## src/rtl/dma_ctl_pkg.sv

```systemverilog
package dma_ctl_pkg;

    localparam int DW   = 8;
    localparam int CH_W = 2;
    localparam int NCH  = 1 << CH_W;

    // Bits of the command byte that may be set; everything else is refused.
    localparam logic [DW-1:0] CMD_LEGAL_MASK = 8'h04;

    typedef enum logic [2:0] {
        PORT_CMD      = 3'd0,
        PORT_REQ      = 3'd1,
        PORT_MASK_ONE = 3'd2,
        PORT_MODE     = 3'd3,
        PORT_FLOP_CLR = 3'd4,
        PORT_MASTER   = 3'd5,
        PORT_MASK_CLR = 3'd6,
        PORT_MASK_SET = 3'd7
    } ctl_port_e;

    typedef struct packed {
        logic            cmd_wr;
        logic            req_wr;
        logic            mask_one_wr;
        logic            mode_wr;
        logic            flop_clr;
        logic            master_clr;
        logic            mask_clr;
        logic            mask_set;
        logic [CH_W-1:0] chan;
        logic            bitv;
        logic [DW-1:0]   data;
    } ctl_op_t;

    function automatic logic cmd_acceptable(input logic [DW-1:0] v);
        return (v & ~CMD_LEGAL_MASK) == '0;
    endfunction

    function automatic ctl_op_t decode_ctl(input logic wr,
                                           input logic [2:0] sel,
                                           input logic [DW-1:0] d);
        ctl_op_t o;
        o = '0;
        o.chan = d[CH_W-1:0];
        o.bitv = d[2];
        o.data = d;
        if (wr) begin
            unique case (ctl_port_e'(sel))
                PORT_CMD:      o.cmd_wr      = 1'b1;
                PORT_REQ:      o.req_wr      = 1'b1;
                PORT_MASK_ONE: o.mask_one_wr = 1'b1;
                PORT_MODE:     o.mode_wr     = 1'b1;
                PORT_FLOP_CLR: o.flop_clr    = 1'b1;
                PORT_MASTER:   o.master_clr  = 1'b1;
                PORT_MASK_CLR: o.mask_clr    = 1'b1;
                PORT_MASK_SET: o.mask_set    = 1'b1;
                default:       o.cmd_wr      = 1'b0;
            endcase
        end
        return o;
    endfunction

endpackage

```

## src/rtl/dma_ctl_regs.sv

```systemverilog
module dma_ctl_regs
    import dma_ctl_pkg::*;
#(
    parameter int NUM_CH = NCH
) (
    input  logic                   clk,
    input  logic                   rst,
    input  logic                   cmd_wr,
    input  logic                   mask_one_wr,
    input  logic                   mode_wr,
    input  logic                   flop_clr,
    input  logic                   master_clr,
    input  logic                   mask_clr,
    input  logic                   mask_set,
    input  logic [CH_W-1:0]        chan,
    input  logic                   bitv,
    input  logic [DW-1:0]          data,
    input  logic                   byte_toggle,
    output logic [NUM_CH-1:0]      mask_q,
    output logic [DW-1:0]          cmd_q,
    output logic [NUM_CH*DW-1:0]   mode_q,
    output logic                   flop_q,
    output logic                   cmd_err
);

    logic [NUM_CH-1:0] mask_r;
    logic [DW-1:0]     cmd_r;
    logic [DW-1:0]     mode_r [NUM_CH];
    logic              flop_r;
    logic              err_r;

    always_ff @(posedge clk) begin
        if (rst) begin
            mask_r <= '1;
            cmd_r  <= '0;
            flop_r <= 1'b0;
            err_r  <= 1'b0;
            for (int i = 0; i < NUM_CH; i++) mode_r[i] <= '0;
        end else begin
            if (cmd_wr) begin
                if (cmd_acceptable(data)) cmd_r <= data;
                else                      err_r <= 1'b1;
            end
            if (master_clr) cmd_r <= '0;

            if (mask_one_wr) mask_r[chan] <= bitv;
            if (mask_clr)    mask_r <= '0;
            if (mask_set)    mask_r <= data[NUM_CH-1:0];
            if (master_clr)  mask_r <= '1;

            if (mode_wr) mode_r[chan] <= data;

            if (flop_clr || master_clr) flop_r <= 1'b0;
            else if (byte_toggle)       flop_r <= ~flop_r;
        end
    end

    for (genvar g = 0; g < NUM_CH; g++) begin : g_mode_out
        assign mode_q[g*DW +: DW] = mode_r[g];
    end

    assign mask_q  = mask_r;
    assign cmd_q   = cmd_r;
    assign flop_q  = flop_r;
    assign cmd_err = err_r;

    // master clear masks every channel on the next cycle
    assert_master_masks_R8: assert property (@(posedge clk) disable iff (rst)
        master_clr |=> (mask_q == '1));

    // the error flag never falls outside reset
    assert_err_sticky_R3: assert property (@(posedge clk) disable iff (rst)
        cmd_err |=> cmd_err);

    // a refused command leaves the register as it was
    assert_bad_cmd_keeps_R3: assert property (@(posedge clk) disable iff (rst)
        (cmd_wr && !cmd_acceptable(data)) |=> $stable(cmd_q));

    // the command register only ever holds a legal value
    assert_cmd_legal_R2: assert property (@(posedge clk) disable iff (rst)
        cmd_acceptable(cmd_q));

    // a clear write wins over a toggle
    assert_flop_clear_R7: assert property (@(posedge clk) disable iff (rst)
        (flop_clr && byte_toggle) |=> !flop_q);

endmodule

```

## src/rtl/dma_req_status.sv

```systemverilog
module dma_req_status
    import dma_ctl_pkg::*;
#(
    parameter int NUM_CH = NCH
) (
    input  logic                  clk,
    input  logic                  rst,
    input  logic                  req_wr,
    input  logic                  master_clr,
    input  logic [CH_W-1:0]       chan,
    input  logic                  bitv,
    input  logic [NUM_CH-1:0]     hold_req,
    input  logic [NUM_CH-1:0]     release_req,
    input  logic [NUM_CH-1:0]     tc_flag,
    output logic [2*NUM_CH-1:0]   status_q
);

    logic [2*NUM_CH-1:0] stat_r;
    logic [2*NUM_CH-1:0] stat_nxt;

    always_comb begin
        stat_nxt = stat_r;
        // Control-port effects first
        if (req_wr) begin
            stat_nxt[NUM_CH + int'(chan)] = bitv;
            stat_nxt[int'(chan)]          = 1'b0;
        end
        if (master_clr) stat_nxt = '0;
        // Hardware pulses on top
        for (int i = 0; i < NUM_CH; i++) begin
            if (tc_flag[i])          stat_nxt[i] = 1'b1;
            if (hold_req[i])         stat_nxt[NUM_CH+i] = 1'b1;
            else if (release_req[i]) stat_nxt[NUM_CH+i] = 1'b0;
        end
    end

    always_ff @(posedge clk) begin
        if (rst) stat_r <= '0;
        else     stat_r <= stat_nxt;
    end

    assign status_q = stat_r;

    for (genvar g = 0; g < NUM_CH; g++) begin : g_chk
        // a hold pulse always leaves the request flag set
        assert_hold_sets_R10: assert property (@(posedge clk) disable iff (rst)
            hold_req[g] |=> status_q[NUM_CH+g]);
        // a lone release always leaves the request flag clear
        assert_release_clears_R10: assert property (@(posedge clk) disable iff (rst)
            (release_req[g] && !hold_req[g]) |=> !status_q[NUM_CH+g]);
        // terminal count flag is set after a tc pulse
        assert_tc_sets_R10: assert property (@(posedge clk) disable iff (rst)
            tc_flag[g] |=> status_q[g]);
    end

endmodule

```

## src/rtl/dma_svc_scan.sv

```systemverilog
module dma_svc_scan
    import dma_ctl_pkg::*;
#(
    parameter int NUM_CH = NCH
) (
    input  logic              clk,
    input  logic              rst,
    input  logic              scan_go,
    input  logic [NUM_CH-1:0] mask,
    input  logic [NUM_CH-1:0] req,
    output logic [NUM_CH-1:0] svc_strobe,
    output logic              scan_busy
);

    localparam int IW = (NUM_CH > 1) ? $clog2(NUM_CH) : 1;
    localparam logic [IW-1:0] LAST = IW'(NUM_CH - 1);

    logic          busy_r;
    logic [IW-1:0] idx_r;

    always_ff @(posedge clk) begin
        if (rst) begin
            busy_r <= 1'b0;
            idx_r  <= '0;
        end else if (busy_r) begin
            if (idx_r == LAST) begin
                busy_r <= 1'b0;
                idx_r  <= '0;
            end else begin
                idx_r <= idx_r + 1'b1;
            end
        end else if (scan_go) begin
            busy_r <= 1'b1;
            idx_r  <= '0;
        end
    end

    for (genvar g = 0; g < NUM_CH; g++) begin : g_svc
        assign svc_strobe[g] = busy_r && (idx_r == IW'(g)) && !mask[g] && req[g];
    end

    assign scan_busy = busy_r;

    // at most one channel granted per cycle
    assert_one_grant_R11: assert property (@(posedge clk) disable iff (rst)
        $onehot0(svc_strobe));

    // a scan only begins after a start pulse seen while idle
    assert_start_needs_go_R12: assert property (@(posedge clk) disable iff (rst)
        $rose(scan_busy) |-> $past(scan_go));

    // the scan does not end before the last channel is visited
    assert_full_sweep_R11: assert property (@(posedge clk) disable iff (rst)
        (scan_busy && idx_r != LAST) |=> scan_busy);

    // the scan ends right after the last channel
    assert_sweep_ends_R11: assert property (@(posedge clk) disable iff (rst)
        (scan_busy && idx_r == LAST) |=> !scan_busy);

endmodule

```

## src/rtl/dma_ctl_scan.sv

```systemverilog
module dma_ctl_scan
    import dma_ctl_pkg::*;
(
    input  logic            clk,
    input  logic            rst,
    input  logic            ctl_wr,
    input  logic [2:0]      ctl_sel,
    input  logic [7:0]      ctl_data,
    input  logic            byte_toggle,
    input  logic [3:0]      hold_req,
    input  logic [3:0]      release_req,
    input  logic [3:0]      tc_flag,
    input  logic            scan_go,
    output logic [3:0]      svc_strobe,
    output logic            scan_busy,
    output logic [3:0]      mask_q,
    output logic [7:0]      status_q,
    output logic [7:0]      cmd_q,
    output logic [31:0]     mode_q,
    output logic            flop_q,
    output logic            cmd_err
);

    ctl_op_t op;
    assign op = decode_ctl(ctl_wr, ctl_sel, ctl_data);

    dma_ctl_regs #(.NUM_CH(NCH)) u_regs (
        .clk         (clk),
        .rst         (rst),
        .cmd_wr      (op.cmd_wr),
        .mask_one_wr (op.mask_one_wr),
        .mode_wr     (op.mode_wr),
        .flop_clr    (op.flop_clr),
        .master_clr  (op.master_clr),
        .mask_clr    (op.mask_clr),
        .mask_set    (op.mask_set),
        .chan        (op.chan),
        .bitv        (op.bitv),
        .data        (op.data),
        .byte_toggle (byte_toggle),
        .mask_q      (mask_q),
        .cmd_q       (cmd_q),
        .mode_q      (mode_q),
        .flop_q      (flop_q),
        .cmd_err     (cmd_err)
    );

    dma_req_status #(.NUM_CH(NCH)) u_status (
        .clk         (clk),
        .rst         (rst),
        .req_wr      (op.req_wr),
        .master_clr  (op.master_clr),
        .chan        (op.chan),
        .bitv        (op.bitv),
        .hold_req    (hold_req),
        .release_req (release_req),
        .tc_flag     (tc_flag),
        .status_q    (status_q)
    );

    dma_svc_scan #(.NUM_CH(NCH)) u_scan (
        .clk        (clk),
        .rst        (rst),
        .scan_go    (scan_go),
        .mask       (mask_q),
        .req        (status_q[2*NCH-1:NCH]),
        .svc_strobe (svc_strobe),
        .scan_busy  (scan_busy)
    );

endmodule

```

## config.mk

```make
export PLATFORM = sky130hd
export DESIGN_NAME = dma_ctl_scan
export DESIGN_NICKNAME = d
export VERILOG_FILES = /design/src/rtl/dma_ctl_pkg.sv /design/src/rtl/dma_ctl_regs.sv /design/src/rtl/dma_req_status.sv /design/src/rtl/dma_svc_scan.sv /design/src/rtl/dma_ctl_scan.sv
export SDC_FILE = /design/constraint.sdc
export NUM_CORES = 1
export LEC_CHECK = 0
export ABC_CLOCK_PERIOD_IN_PS = 3000
export CORE_ASPECT_RATIO = 0.5
export CORE_MARGIN = 1.5
export CORE_UTILIZATION = 48
export DETAILED_ROUTE_END_ITERATION = 7
export GPL_TIMING_DRIVEN = 0
export MAX_ROUTING_LAYER = met4
export PLACE_DENSITY = 0.95
export SLEW_MARGIN = 20
export SYNTH_ARGS = -nofsm -noshare
export SYNTH_HDL_FRONTEND = slang
export SYNTH_SLANG_ARGS = --single-unit
```

## constraint.sdc

```tcl
create_clock -name clk -period 3 [get_ports clk]
set_clock_uncertainty 0.2 [all_clocks]
set_input_delay 0.6 -clock clk [delete_from_list [all_inputs] [get_ports clk]]
set_output_delay 0.6 -clock clk [all_outputs]
set_load 0.01 [all_outputs]
```

==> results.cfg, run 1 <==
[pwr]
p_sw_frac = 0.2568
power.density_mw_per_mm2 = 487.5
combPwrFrac = 0.139
switchingPower_uw = 446.1
p_int_uw = 1291
peakVddDrop_mv = 0.3204
leakage_uw = 0.001369
clock_power_share = 0.350
seqPwrFrac = 0.511

[timing]
maxSlewHeadroom = 0.2533
fin_hold_ws_ns = 0.2837
min_period_over_period = 0.9380
rsz0062_at_grt = false
worst_pin_slew_ns = 1.108
setup_viol_count_final = 0
hold_viol_final = 0
final_max_slew_viol_count = 0
clock.fmax_ghz = 0.3554
period_minus_slack_ns = 2.814

[floorplan]
die_h_um = 53.49
rows = 18
fp.coreArea_mm2 = 0.004910
num_io_pins = 87
fp.dieArea_mm2 = 0.005562
die-width_um = 104.0
initial_core_util = 0.4985

[logic_synthesis]
synthFlopType = edfxtp_1
yosys.cell_types.count = 45
postSynth.asyncResetShare = 0
synth_edf_count = 32
synth_area_leaders = edfxtp_1 39%, dfxtp_1 20%, and2_1 5.4%
avgSynthCellArea_um2 = 11.82
syn_inst = 207
ys_ff_latch = 57
synth_area_leader_cell = edfxtp_1
yosysWarnings = 0
yosysSeqAreaShare = 0.5971
yosysTopAreaCellShare = 0.3926
syn_area_mm2 = 0.002447

[placed_design]
dp_hpwl_um = 4374
globalplace.congestion = 0.8730
portBuffers = 84
place_area_mm2 = 0.003387

[final_layout]
final_common_cell = clkdlybuf4s50_1
final_net_count = 337
postLayoutCoreUtil = 0.7258
area_growth_pct = 45.60
drive_gt1_frac = 0.1161
most-common-layout-cells = 84 x clkdlybuf4s50_1, 32 x edfxtp_1, 25 x dfxtp_1
design_area_mm2 = 0.003563
fillCellCount = 363
diodes = 0

[setup_path]
r2r_cells = 4
crit_required_ns = 2.75
r2r-start = u_scan.idx_r[0]
setup.worst_path.end = u_regs.mode_r[3][2]
worst_setup_path_end_kind = flip-flop
critPathKind = input pin to flip-flop
startpoint = ctl_sel[2]
critPathMaxFanout = 8
timing.rr.end = u_scan.idx_r[1]
cp.arrival_ns = 2.57
r2r_slack_ns = 1.71
start_kind = input pin

[drt]
postRouteAntennaNets = 0
via_per_inst = 5.003
route.vias.total = 1901
dr.pass1.iters = 4
drt_iter0_drc = 110
drc = 0
wire_per_inst_um = 15.27
drt-total-wl_um = 5801

[clock_network]
postCtsHoldBufs = 0
cts_tree = done
clock-sinks = 57
clk_path_buf_depth = 2
cts-root-buf = clkbuf_8
path_clk_slew_ns = 0.06
cts_made_buffers = 9
cts_resized = 0
htreeDepth = 3
cts_setup_buffers = 0
clock_latency_ns = 0.34

[global_route]
antenna_found_initial = 0
busiest_layer = met2
track_usage = 0.2218
grt_overflow_total = 0
grt_pass1_vias = 1851
grt_use_met2 = 0.3863
grt_pass1_wl_um = 8907
met1_usage = 0.2579
grt_use_met3 = 0.05788
grt_max_degree = 12

[flow_run]
maxCapViolCount = 0

[min_path]
hp-class = flip-flop to flip-flop

[run_status]
status = finished clean
-- worst min path at each step --
| stage | end | depth (start not counted) | slack, ns | start |
|---|---|---|---|---|
| global placement | u_regs.cmd_q[2] | 2 | 0.24 | u_regs.cmd_q[2] |
| CTS | u_regs.cmd_q[7] | 1 | 0.29 | u_regs.cmd_q[7] |
| detailed placement | u_regs.cmd_q[7] | 1 | 0.27 | u_regs.cmd_q[7] |
| floorplan | u_regs.cmd_q[2] | 2 | 0.28 | u_regs.cmd_q[2] |
| global route | u_regs.cmd_q[5] | 1 | 0.31 | u_regs.cmd_q[5] |
| finish | u_regs.cmd_q[7] | 1 | 0.28 | u_regs.cmd_q[7] |
-- cell families (layout without fill, tap and decap cells) --
family                   count (synthesis)  in the layout  synth area share
AND/OR/NAND/NOR                         87             87            0.2321
flip-flops                              57             57            0.5971
AO/OA/AOI/OAI                           41             41            0.1099
buffers and inverters                   16            116           0.03527
adder cells (fa/ha/maj)                  4              4           0.02045
other                                    1              4          0.001532
XOR/XNOR                                 1              1          0.003579
-- power by group through the flow --
stage               Combinational, uW  Clock (uW)  Sequential (uW)
floorplan                        76.1           0              922
global placement                  235           0              902
detailed placement                240           0              904
CTS                               242         616              887
global route                      260         652              891
finish                            242         608              887
-- critical path, cell delays in order --
cell             delay (ns)
clkdlybuf4s50_1        0.62
inv_2                  0.22
nand4_4                0.20
o21ai_0                0.93
-- cell usage after synthesis (2+ instances only) --
cell,instances
and2_1,21
ha_1,4
o21ai_0,6
nor2_1,11
and3_1,13
nor2_2,3
inv_1,6
buf_2,3
dfxtp_1,25
nor3_1,8
a221oi_1,3
o21ai_1,2
nand2b_1,3
edfxtp_1,32
nor2b_1,5
nor3_4,2
o22ai_1,3
buf_4,2
a21oi_1,15
a21boi_0,3
nand3_1,3
buf_6,2
clkbuf_1,2
nand2_1,6
and4b_1,4
-- area by class of cell --
class	instances	area [um^2]	share of cell area
Multi-Input combinational cell	137	915.9	0.2570
Timing Repair Buffer	84	840.8	0.2360
Tap cell	70	87.58	0.02458
Buffer	9	60.06	0.01685
Inverter	7	26.28	0.007374
Sequential cell	57	1461	0.4101
Clock inverter	7	47.55	0.01334
Clock buffer	9	123.9	0.03476
-- routing by layer --
layer / share of wire / wire (um) / vias to the layer above
met1: 0.44 / 2541 / 887
met3: 0.049 / 286 / 11
li1: - / - / 943
met5: 0 / 0 / -
met2: 0.50 / 2897 / 60
met4: 0.013 / 76 / 0
-- stage by stage --
stage          TNS (ns)  power [uW]  setup slack [ns]  cells
6_report              0        1737            0.1860    380
3_5_place_dp     -5.222        1144           -0.2425    364
3_3_place_gp     -2.766        1137           -0.1118    364
5_1_grt               0        1803            0.1148    380
2_1_floorplan         0       997.8            0.8184    210
4_1_cts               0        1746            0.1161    380
-- state kept, by name, indices dropped and copies added (netlist names) --
register / count
u_regs.flop_q: 1
u_status.status_q: 8
u_regs.mask_q: 4
u_regs.mode_r: 32
u_regs.cmd_q: 8
u_scan.idx_r: 2
u_regs.cmd_err: 1
u_scan.scan_busy: 1
No activity file was read; power rests on OpenSTA's default activity.
==> run 2, diff against run 1 <==
--- a/config.mk
+++ b/config.mk
@@ -6,13 +6,15 @@
 export NUM_CORES = 1
 export LEC_CHECK = 0
 export ABC_CLOCK_PERIOD_IN_PS = 3000
+export CAP_MARGIN = 20
 export CORE_ASPECT_RATIO = 0.5
 export CORE_MARGIN = 1.5
-export CORE_UTILIZATION = 48
+export CORE_UTILIZATION = 60
 export DETAILED_ROUTE_END_ITERATION = 7
+export DONT_BUFFER_PORTS = 1
 export GPL_TIMING_DRIVEN = 0
 export MAX_ROUTING_LAYER = met4
-export PLACE_DENSITY = 0.95
+export PLACE_DENSITY_LB_ADDON = 0.2
 export SLEW_MARGIN = 20
 export SYNTH_ARGS = -nofsm -noshare
 export SYNTH_HDL_FRONTEND = slang
==> run 2 against run 1 <==
Compared with the run above: clock-buffer cell count grew 2; register-to-register slack about the same; combinational power fell by 60%.
==> results.cfg, run 2 (synthesis gave the netlist of run 1 again) <==
[run_status]
status = finished clean

[setup_path]
critPathKind = flip-flop to output pin
startpoint = u_scan.idx_r[0]
r2r_slack_ns = 1.71
start_kind = flip-flop
critPathMaxFanout = 5
cp.arrival_ns = 1.25
r2r-start = u_scan.idx_r[0]
slowest_delay_ns = 0.41
crit_path_cell_trace = inv_1 -> ha_1 -> and4b_1
crit_required_ns = 2.20
worst_setup_path_end_kind = output pin
crit_slowest_cell = dfxtp_1

[floorplan]
fp.coreArea_mm2 = 0.003904
num_io_pins = 87
rows = 16
die-width_um = 93.32
fp.dieArea_mm2 = 0.004494
die_h_um = 48.16
initial_core_util = 0.6269

[clock_network]
htreeDepth = 3
cts_tree = done
clock-sinks = 57
clk_path_buf_depth = 2
cts_resized = 0
cts-root-buf = clkbuf_8
path_clk_slew_ns = 0.07
postCtsHoldBufs = 0
cts_made_buffers = 9
cts_setup_buffers = 0
clock_latency_ns = 0.33

[timing]
fin_hold_ws_ns = 0.1680
maxSlewHeadroom = 0.5170
rsz0062_at_grt = false
period_minus_slack_ns = 2.054
setup_viol_count_final = 0
clock.fmax_ghz = 0.4868
hold_viol_final = 0
worst_pin_slew_ns = 0.7201
final_max_slew_viol_count = 0
min_period_over_period = 0.6847
finalSetupTns_ns = 0

[placed_design]
portBuffers = 0
dp_hpwl_um = 3623
place_area_mm2 = 0.002526
globalplace.congestion = 0.8616

[drt]
drc = 0
via_per_inst = 5.775
drt-total-wl_um = 5147
dr.pass1.iters = 4
postRouteAntennaNets = 0
wire_per_inst_um = 18.38
route.vias.total = 1617
drt_iter0_drc = 71

[global_route]
grt_overflow_total = 0
grt_max_degree = 11
grt_pass1_wl_um = 7238
antenna_found_initial = 0
grt_pass1_vias = 1450
track_usage = 0.2394

[final_layout]
drive_gt1_frac = 0.1504
design_area_mm2 = 0.002743
diodes = 0
area_growth_pct = 12.07
fillCellCount = 281
regMostFlops = u_regs.mode_r
final_net_count = 253
largest_reg_flops = 32
final_common_cell = edfxtp_1
most-common-layout-cells = 32 x edfxtp_1, 25 x dfxtp_1, 21 x and2_1

[pwr]
leakage_uw = 0.001062
power.density_mw_per_mm2 = 651.6
peakVddDrop_mv = 0.4096
power.total_uw = 1787

[flow_run]
maxCapViolCount = 0

[min_path]
hp-class = input pin to flip-flop
hp-start = ctl_wr
==> run 2: changes by cell type in the layout (fill, tap and decap cells not counted) <==
cell,before,now
clkdlybuf4s50_1,84,0
o21ai_1,4,5
clkinv_4,2,0
o21ai_0,4,3
bufinv_16,0,2
clkinv_2,3,1
clkbuf_1,2,4
==> run 2: where the power goes <==
| group | total (uW) | switching (uW) | internal (uW) |
|---|---|---|---|
| registers | 915 | 46.7 | 868 |
| clock network | 776 | 310 | 467 |
| logic | 96.1 | 59.5 | 36.6 |
==> run 2: layer usage <==
layer	routed length (um)	track usage	vias to the layer above
met5	0	-	-
met4	35	0.08182	0
met3	358	0.1044	5
met2	2343	0.3681	66
met1	2410	0.2893	774
li1	-	-	772
==> run 2: final timing paths <==
| path | to | cells past startpoint |
|---|---|---|
| setup / recovery | svc_strobe[2] | 3 |
| setup reg to reg | u_scan.idx_r[1] | 4 |
| hold reg to reg | u_regs.cmd_q[4] | 1 |
| hold / removal | u_regs.flop_q | 1 |
==> run 2: worst max-delay path: cells and delay by family (launching register included) <==
family | cells | cell delay, ns
DFF | 1 | 0.41
and+or+nand+nor | 1 | 0.23
adders and majority gates | 1 | 0.20
buffers and inverters | 1 | 0.09
==> run 2: per-stage QoR <==
| step | util | std cells | worst slack, ns |
|---|---|---|---|
| after floorplan | - | 210 | 0.8184 |
| after global placement | 0.6471 | 264 | 0.5471 |
| after detailed placement | 0.6471 | 264 | 0.4992 |
| after CTS | 0.7013 | 280 | 0.8356 |
| after global routing | 0.7026 | 280 | 0.8875 |
| final | 0.7026 | 280 | 0.9458 |
==> run 2: area by class of cell <==
class,count,area (um^2),share of cell area
Inverter,7,26.28,0.009580
Clock inverter,5,80.08,0.02920
Clock buffer,11,131.4,0.04790
Sequential cell,57,1461,0.5328
Tap cell,54,67.56,0.02464
Buffer,9,60.06,0.02190
Multi-Input combinational cell,137,915.9,0.3339
